**src/rtl/tmr_pkg.sv**
```systemverilog
package tmr_pkg;
  localparam int BYTE_W = 8;
  localparam int CNT_W  = 16;
  localparam int MODE_W = 3;
  localparam int ADDR_W = 2;
  localparam int NCH_MAX = 3;

  typedef enum logic [1:0] {
    ACC_LATCH = 2'd0,
    ACC_LO    = 2'd1,
    ACC_HI    = 2'd2,
    ACC_WORD  = 2'd3
  } acc_e;

  typedef enum logic [1:0] {
    CL_NONE = 2'd0,
    CL_LO   = 2'd1,
    CL_HI   = 2'd2,
    CL_BOTH = 2'd3
  } cl_e;

  typedef struct packed {
    acc_e              acc;
    logic [MODE_W-1:0] mode;
    logic              bcd;
  } cfg_t;
endpackage

```
**src/rtl/tmr_ctl_decode.sv**
```systemverilog
module tmr_ctl_decode
  import tmr_pkg::*;
#(
  parameter int NCH = 3
) (
  input  logic [ADDR_W-1:0] addr,
  input  logic              wr_en,
  input  logic              rd_en,
  input  logic [BYTE_W-1:0] wdata,
  output cfg_t              cfg_word,
  output logic [NCH-1:0]    cfg_we,
  output logic [NCH-1:0]    cnt_lat,
  output logic [NCH-1:0]    sts_lat,
  output logic [NCH-1:0]    dat_we,
  output logic [NCH-1:0]    dat_re
);
  localparam logic [ADDR_W-1:0] CTRL_ADDR = ADDR_W'(NCH_MAX);
  localparam logic [1:0]        RB_SEL    = 2'(NCH_MAX);

  logic ctl_wr;
  logic is_rb;
  logic acc_zero;

  always_comb begin
    ctl_wr   = wr_en && (addr == CTRL_ADDR);
    is_rb    = (wdata[7:6] == RB_SEL);
    acc_zero = (wdata[5:4] == 2'b00);
    cfg_word = '{acc: acc_e'(wdata[5:4]), mode: wdata[3:1], bcd: wdata[0]};
  end

  for (genvar i = 0; i < NCH; i++) begin : g_dec
    logic sel;
    logic rb_hit;
    always_comb begin
      sel        = (wdata[7:6] == 2'(i));
      rb_hit     = is_rb && wdata[i+1];
      cfg_we[i]  = ctl_wr && sel && !acc_zero;
      cnt_lat[i] = ctl_wr && ((sel && acc_zero) || (rb_hit && !wdata[5]));
      sts_lat[i] = ctl_wr && rb_hit && !wdata[4];
      dat_we[i]  = wr_en && (addr == ADDR_W'(i));
      dat_re[i]  = rd_en && !wr_en && (addr == ADDR_W'(i));
    end
  end
endmodule

```
**src/rtl/tmr_chan_port.sv**
```systemverilog
module tmr_chan_port
  import tmr_pkg::*;
(
  input  logic              clk,
  input  logic              rst_n,
  input  logic              cfg_we,
  input  cfg_t              cfg_in,
  input  logic              cnt_lat,
  input  logic              sts_lat,
  input  logic              dat_we,
  input  logic              dat_re,
  input  logic [BYTE_W-1:0] wdata,
  input  logic [CNT_W-1:0]  live_cnt,
  input  logic              live_out,
  output logic [BYTE_W-1:0] rd_byte,
  output logic              ld_stb,
  output logic [CNT_W-1:0]  ld_val,
  output logic [MODE_W-1:0] mode_o,
  output logic              bcd_o
);
  localparam int HI = CNT_W - 1;
  localparam int LO_TOP = BYTE_W - 1;

  cfg_t              cfg_q, cfg_d;
  logic              wr_hi_q, wr_hi_d;
  logic [BYTE_W-1:0] wr_lo_q, wr_lo_d;
  logic              rd_hi_q, rd_hi_d;
  cl_e               cl_q, cl_d;
  logic [CNT_W-1:0]  cl_val_q, cl_val_d;
  logic              st_pend_q, st_pend_d;
  logic [BYTE_W-1:0] st_val_q, st_val_d;
  logic              ld_stb_q, ld_stb_d;
  logic [CNT_W-1:0]  ld_val_q, ld_val_d;

  // next-state for configuration, write sequencing and latches
  always_comb begin
    cfg_d     = cfg_q;
    wr_hi_d   = wr_hi_q;
    wr_lo_d   = wr_lo_q;
    cl_d      = cl_q;
    cl_val_d  = cl_val_q;
    st_pend_d = st_pend_q;
    st_val_d  = st_val_q;
    ld_stb_d  = 1'b0;
    ld_val_d  = ld_val_q;
    rd_hi_d   = rd_hi_q;

    if (cfg_we) begin
      cfg_d   = cfg_in;
      wr_hi_d = 1'b0;
      rd_hi_d = 1'b0;
    end

    if (cnt_lat && (cl_q == CL_NONE)) begin
      cl_d     = cl_e'(cfg_q.acc);
      cl_val_d = live_cnt;
    end

    if (sts_lat && !st_pend_q) begin
      st_pend_d = 1'b1;
      st_val_d  = {live_out, 1'b0, cfg_q.acc, cfg_q.mode, cfg_q.bcd};
    end

    if (dat_we) begin
      unique case (cfg_q.acc)
        ACC_LO: begin
          ld_stb_d = 1'b1;
          ld_val_d = {{BYTE_W{1'b0}}, wdata};
        end
        ACC_HI: begin
          ld_stb_d = 1'b1;
          ld_val_d = {wdata, {BYTE_W{1'b0}}};
        end
        default: begin
          if (!wr_hi_q) begin
            wr_lo_d = wdata;
            wr_hi_d = 1'b1;
          end else begin
            ld_stb_d = 1'b1;
            ld_val_d = {wdata, wr_lo_q};
            wr_hi_d  = 1'b0;
          end
        end
      endcase
    end

    if (dat_re) begin
      if (st_pend_q) begin
        st_pend_d = 1'b0;
      end else if (cl_q == CL_BOTH) begin
        cl_d = CL_HI;
      end else if (cl_q != CL_NONE) begin
        cl_d = CL_NONE;
      end else if (cfg_q.acc == ACC_WORD) begin
        rd_hi_d = !rd_hi_q;
      end
    end
  end

  // read byte selection: status, then count latch, then live count
  always_comb begin
    if (st_pend_q) begin
      rd_byte = st_val_q;
    end else if (cl_q != CL_NONE) begin
      rd_byte = (cl_q == CL_HI) ? cl_val_q[HI:BYTE_W] : cl_val_q[LO_TOP:0];
    end else begin
      unique case (cfg_q.acc)
        ACC_HI:   rd_byte = live_cnt[HI:BYTE_W];
        ACC_WORD: rd_byte = rd_hi_q ? live_cnt[HI:BYTE_W] : live_cnt[LO_TOP:0];
        default:  rd_byte = live_cnt[LO_TOP:0];
      endcase
    end
  end

  always_ff @(posedge clk or negedge rst_n) begin
    if (!rst_n) begin
      cfg_q     <= '{acc: ACC_WORD, mode: '0, bcd: 1'b0};
      wr_hi_q   <= 1'b0;
      wr_lo_q   <= '0;
      rd_hi_q   <= 1'b0;
      cl_q      <= CL_NONE;
      cl_val_q  <= '0;
      st_pend_q <= 1'b0;
      st_val_q  <= '0;
      ld_stb_q  <= 1'b0;
      ld_val_q  <= '0;
    end else begin
      cfg_q     <= cfg_d;
      wr_hi_q   <= wr_hi_d;
      wr_lo_q   <= wr_lo_d;
      rd_hi_q   <= rd_hi_d;
      cl_q      <= cl_d;
      cl_val_q  <= cl_val_d;
      st_pend_q <= st_pend_d;
      st_val_q  <= st_val_d;
      ld_stb_q  <= ld_stb_d;
      ld_val_q  <= ld_val_d;
    end
  end

  assign ld_stb = ld_stb_q;
  assign ld_val = ld_val_q;
  assign mode_o = cfg_q.mode;
  assign bcd_o  = cfg_q.bcd;


  status_first_chk: assert property (@(posedge clk) disable iff (!rst_n)
    (dat_re && st_pend_q) |=> (!st_pend_q && (cl_q == $past(cl_q))));


  latch_hold_chk: assert property (@(posedge clk) disable iff (!rst_n)
    (cnt_lat && (cl_q != CL_NONE)) |=> $stable(cl_val_q));


  word_hold_chk: assert property (@(posedge clk) disable iff (!rst_n)
    (dat_we && (cfg_q.acc == ACC_WORD) && !wr_hi_q) |=> (!ld_stb && wr_hi_q));


  low_load_chk: assert property (@(posedge clk) disable iff (!rst_n)
    (dat_we && (cfg_q.acc == ACC_LO)) |=>
      (ld_stb && (ld_val[HI:BYTE_W] == '0) && (ld_val[LO_TOP:0] == $past(wdata))));


  cfg_reseq_chk: assert property (@(posedge clk) disable iff (!rst_n)
    cfg_we |=> (!wr_hi_q && !rd_hi_q));
endmodule

```
**src/rtl/tmr_rd_mux.sv**
```systemverilog
module tmr_rd_mux
  import tmr_pkg::*;
#(
  parameter int NCH = 3
) (
  input  logic                  rd_en,
  input  logic [ADDR_W-1:0]     addr,
  input  logic [NCH*BYTE_W-1:0] ch_bytes,
  output logic [BYTE_W-1:0]     rdata
);
  always_comb begin
    rdata = '0;
    if (rd_en) begin
      for (int i = 0; i < NCH; i++) begin
        if (addr == ADDR_W'(i)) rdata = ch_bytes[i*BYTE_W +: BYTE_W];
      end
    end
  end
endmodule

```
**src/rtl/tmr_bus_regs.sv**
```systemverilog
module tmr_bus_regs
  import tmr_pkg::*;
#(
  parameter int NCH = 3
) (
  input  logic                  clk,
  input  logic                  rst_n,
  input  logic [ADDR_W-1:0]     bus_addr,
  input  logic                  bus_wr,
  input  logic                  bus_rd,
  input  logic [BYTE_W-1:0]     bus_wdata,
  output logic [BYTE_W-1:0]     bus_rdata,
  input  logic [NCH*CNT_W-1:0]  ch_live_cnt,
  input  logic [NCH-1:0]        ch_live_out,
  output logic [NCH-1:0]        ch_load,
  output logic [NCH*CNT_W-1:0]  ch_count,
  output logic [NCH*MODE_W-1:0] ch_mode,
  output logic [NCH-1:0]        ch_bcd
);
  cfg_t                  cfg_word;
  logic [NCH-1:0]        cfg_we, cnt_lat, sts_lat, dat_we, dat_re;
  logic [NCH*BYTE_W-1:0] ch_bytes;

  tmr_ctl_decode #(.NCH(NCH)) u_dec (
    .addr     (bus_addr),
    .wr_en    (bus_wr),
    .rd_en    (bus_rd),
    .wdata    (bus_wdata),
    .cfg_word (cfg_word),
    .cfg_we   (cfg_we),
    .cnt_lat  (cnt_lat),
    .sts_lat  (sts_lat),
    .dat_we   (dat_we),
    .dat_re   (dat_re)
  );

  for (genvar i = 0; i < NCH; i++) begin : g_ch
    tmr_chan_port u_ch (
      .clk      (clk),
      .rst_n    (rst_n),
      .cfg_we   (cfg_we[i]),
      .cfg_in   (cfg_word),
      .cnt_lat  (cnt_lat[i]),
      .sts_lat  (sts_lat[i]),
      .dat_we   (dat_we[i]),
      .dat_re   (dat_re[i]),
      .wdata    (bus_wdata),
      .live_cnt (ch_live_cnt[i*CNT_W +: CNT_W]),
      .live_out (ch_live_out[i]),
      .rd_byte  (ch_bytes[i*BYTE_W +: BYTE_W]),
      .ld_stb   (ch_load[i]),
      .ld_val   (ch_count[i*CNT_W +: CNT_W]),
      .mode_o   (ch_mode[i*MODE_W +: MODE_W]),
      .bcd_o    (ch_bcd[i])
    );
  end

  tmr_rd_mux #(.NCH(NCH)) u_mux (
    .rd_en    (bus_rd),
    .addr     (bus_addr),
    .ch_bytes (ch_bytes),
    .rdata    (bus_rdata)
  );


  one_load_chk: assert property (@(posedge clk) disable iff (!rst_n)
    $onehot0(ch_load));


  idle_rdata_chk: assert property (@(posedge clk) disable iff (!rst_n)
    !bus_rd |-> (bus_rdata == '0));
endmodule

```
**config.mk**
```make
export PLATFORM = sky130hd
export DESIGN_NAME = tmr_bus_regs
export DESIGN_NICKNAME = d
export VERILOG_FILES = /design/src/rtl/tmr_pkg.sv /design/src/rtl/tmr_ctl_decode.sv /design/src/rtl/tmr_chan_port.sv /design/src/rtl/tmr_rd_mux.sv /design/src/rtl/tmr_bus_regs.sv
export SDC_FILE = /design/constraint.sdc
export NUM_CORES = 1
export LEC_CHECK = 0
export BUFFER_PORTS_ARGS = -buffer_cell sky130_fd_sc_hd__buf_2
export CELL_PAD_IN_SITES_DETAIL_PLACEMENT = 1
export CELL_PAD_IN_SITES_GLOBAL_PLACEMENT = 1
export CORE_MARGIN = 8
export CORE_UTILIZATION = 48
export CTS_CLUSTER_SIZE = 20
export DETAILED_ROUTE_END_ITERATION = 8
export HOLD_SLACK_MARGIN = 0.1
export PLACE_DENSITY_LB_ADDON = 0.1
export SYNTH_ARGS = -nofsm -noshare
export SYNTH_HDL_FRONTEND = slang
export SYNTH_SLANG_ARGS = --single-unit
```
**constraint.sdc**
```tcl
create_clock -name clk -period 6.1 [get_ports clk]
set_input_delay 0 -clock clk [delete_from_list [all_inputs] [get_ports clk]]
set_output_delay 0 -clock clk [all_outputs]
set_load 0.01 [all_outputs]
```
==> impl_metrics.csv <==
group,metric,value,unit
status,status,"finished clean",
pwr,pwr_density_cell,396.0,nW/um^2
cells_and_area,final_nets,1045,
timing,relSlewSlack,0.2948,
floorplanning,core-area,17780,sq um
global_routing,grt_overflow,0,
clocking,cts_setup_buffers,0,
pwr,switching_share,0.3475,
setup_path,required,6.10,ns
setup_path,crit_end,"bus_rdata[0]",
synth,synth_xor_area_frac,0,
placement,pre_cts_slack,3.411,ns
timing,min_period,3.027,ns
synth,ys.warnings.count,0,
floorplanning,die-area,22530,sq um
cells_and_area,multi_input_area,3807,sq um
clocking,cts_buffers,17,
synth,synth_area_per_cell,10.48,sq um
synth,synth_edf_count,0,
clocking,htree_levels,4,
setup_path,critPathLaunchType,"flop",
global_routing,grt_max_degree,107,
pwr,irDropWorstVdd,0.2485,mV
placement,post-dp-hpwl,17940,um
timing,grt_setup_unrepaired,"no",
global_routing,grt_pass1_wl,43270,um
cells_and_area,fillers,1951,
clocking,cts_root_buffer,"clkbuf_16",
synth,yosys.area_share.simple,0.1238,
setup_path,end_kind,"output pin",
synth,synth_cell_type_count,49,
synth,yosysSeqAreaShare,0.5139,
timing,post-route-period-util,0.4962,
pwr,comb_power_share,0.303,
floorplanning,die_height,150.1,um
clocking,cts_repair_resize_count,0,
clocking,cts_tree,"done",
synth,synth_top_flop_cell,"dfrtp_1",
setup_path,ff2ff_setup_slack,3.37,ns
global_routing,grt_pass1_vias,7927,
synth,muxShareOfSynthArea,0.1661,
timing,report.final.setup_viol,0,
routing,wl,26810,um
synth,syn_nets,898,
timing,timing.final.hold_violations,0,
timing,slew_violations,0,
pwr,p_sw,0.001442,W
synth,synth_top_family_by_area,"multiplexers",
synth,synth.most_common_cell,"dfrtp_1",
clocking,clk_pin_slew,0.06,ns
floorplanning,die_x,150.1,um
setup_path,crit_start,"g_ch[1].u_ch.cfg_q[5]",
cells_and_area,final_area,10480,sq um
setup_path,path_class,"reg -> out",
global_routing,grtUsageMet2,0.4243,
pwr,seqPwrFrac,0.435,
global_routing,grt_use_total,0.2457,
setup_path,path_max_fanout,11,
clocking,clock_latency,0.43,ns
placement,dpl_cell_area,9295,sq um
cells_and_area,ff_latch_area,4437,sq um
setup_path,cp_data_arrival_time,3.03,ns
global_routing,grt_busiest_layer,"met2",
timing,fmax,330.4,MHz
cells_and_area,area_growth,21.42,%
floorplanning,pin_count,136,
placement,place_congestion,0.8358,
synth,synth_compound_area_frac,0.1381,
synth,syn_area,8633,sq um
routing,drcViolationCount,0,
routing,first_pass_iters,5,
global_routing,antenna_found_initial,0,
routing,first_iter_violations,357,
setup_path,r2r-end,"g_ch[0].u_ch.ld_val[5]",
worst_hold_path,hold_path_class,"in -> reg",
synth,synth_cells,824,
cells_and_area,diodes,0,
placement,port_buffers,135,
cells_and_area,drive_above_1_share,0.3133,
clocking,cts_buffer_depth,2,
floorplanning,rows,49,
synth,async_flop_share,1.000,
setup_path,r2r_start,"g_ch[0].u_ch.cfg_q[4]",
routing,dr_total_vias,7092,
routing,wire_per_inst,22.12,um
routing,drtAntennaViolNets,0,
timing,fin_ws,3.073,ns
synth,synth_top_cell_area_share,0.4957,
flow_run,maxCapViolations,0,
timing,fin_skew,0.01131,ns
global_routing,grt_util_met3,0.06222,
pwr,p_clk_frac,0.262,
routing,viasPerCell,5.851,
clocking,clkSinkCount,177,
pwr,p_leak,4.946,nW
synth,yosys.area.top_type,"dfrtp_1",
pwr,p_int,0.002708,W
timing,worst_pin_slew,1.055,ns
floorplanning,start_util,0.4856,
synth,netlist_top_cells_count,"171 x dfrtp_1, 131 x nand2_1, 122 x mux2_2",
global_routing,met1_usage,0.2985,
timing,final.setup.tns,0,ns
synth,ys_ff_latch,177,
synth,yosys-top-cells-area,"dfrtp_1 50%, mux2_2 16%, nand2_1 5.7%, o21ai_0 4.1%, a22oi_1 2.5%",
synth,synth_fa_ha_area_frac,0.01304,
setup_path,ff2ff_path_depth,5,
==> flip-flops by register name, indices dropped and copies added, names as in the netlist <==
register / flops
g_ch.u_ch.cl_q: 6
g_ch.u_ch.rd_hi_q: 3
g_ch.u_ch.wr_hi_q: 3
g_ch.u_ch.ld_stb: 3
g_ch.u_ch.ld_val: 48
g_ch.u_ch.st_val_q: 21
g_ch.u_ch.st_pend_q: 3
g_ch.u_ch.cfg_q: 6
g_ch.u_ch.wr_lo_q: 24
g_ch.u_ch.cl_val_q: 48
g_ch.u_ch.mode_o: 9
g_ch.u_ch.bcd_o: 3
==> routing by layer <==
layer	vias to the layer above	wire, um
met5	-	0
met4	0	525
met3	49	1480
met2	199	13670
met1	3629	11140
li1	3215	-
==> kinds of logic (layout without fill, tap and decap cells) <==
logic type | count (synthesis) | in the layout
adder cells (fa/ha/maj) | 9 | 9
multiplexers | 128 | 128
AO/OA/AOI/OAI | 195 | 195
buffers and inverters | 86 | 245
AND/OR/NAND/NOR | 229 | 229
flip-flops | 177 | 177
==> area by class of cell <==
type / count / share of cell area
Multi-Input combinational cell: 561 / 0.3632
Tap cell: 229 / 0.02733
Sequential cell: 177 / 0.4232
Inverter: 14 / 0.005013
Timing Repair Buffer: 200 / 0.1262
Clock buffer: 19 / 0.04225
Clock inverter: 12 / 0.01277
==> metrics by stage <==
step | hold WS (ns) | total power (W) | util | instances
after detailed placement | 0.1915 | 0.003047 | 0.5228 | 1120
after floorplan | -0.2956 | 0.002555 | - | 824
final | 0.1321 | 0.004151 | 0.5896 | 1212
after global placement | 0.1714 | 0.002960 | 0.5228 | 1120
after CTS | 0.1189 | 0.004181 | 0.5896 | 1212
after global routing | 0.1449 | 0.004394 | 0.5896 | 1212
==> critical path: stages, from the launching register on <==
cell	delay, ns
dfstp_2	0.58
ha_1	0.48
nor2_1	0.25
a22oi_1	0.20
a31oi_1	0.12
o31ai_1	0.63
a31oi_1	0.14
buf_2	0.19
==> power groups by stage <==
stage,clock (W),sequential [W],combinational (W)
final,0.00109,0.00180,0.00126
after global routing,0.00115,0.00185,0.00139
after CTS,0.00111,0.00180,0.00127
after detailed placement,0,0.00182,0.00123
after global placement,0,0.00179,0.00117
after floorplan,0,0.00178,0.000776
==> timing repair <==
item	CTS	global route
endpoints found under the setup margin	0	0
hold endpoints to repair	184	0
hold buffers	61	0
==> how the worst min path moves through the flow <==
stage	start	endpoint	slack (ns)	cells after the start
after floorplan	rst_n	g_ch[0].u_ch.bcd_o	-0.30	0
after global placement	rst_n	g_ch[0].u_ch.cl_val_q[13]	0.17	1
after detailed placement	rst_n	g_ch[0].u_ch.cl_val_q[5]	0.19	1
final	bus_addr[1]	g_ch[0].u_ch.st_pend_q	0.13	4
after global routing	bus_addr[1]	g_ch[0].u_ch.st_pend_q	0.14	4
after CTS	bus_addr[1]	g_ch[0].u_ch.st_pend_q	0.12	4
==> cell usage in the layout (no fill, tap or decap), types with 17 or more instances in the layout <==
cell type      count
a21oi_1           33
a22oi_1           29
buf_2            134
clkbuf_16         17
dfrtp_1          171
dlygate4sd3_1     61
mux2_2           122
nand2_1          131
nand3_1           30
nor2_1            29
o21ai_0           71
o22ai_1           24
Note: power is estimated with default switching activity, not from simulation.
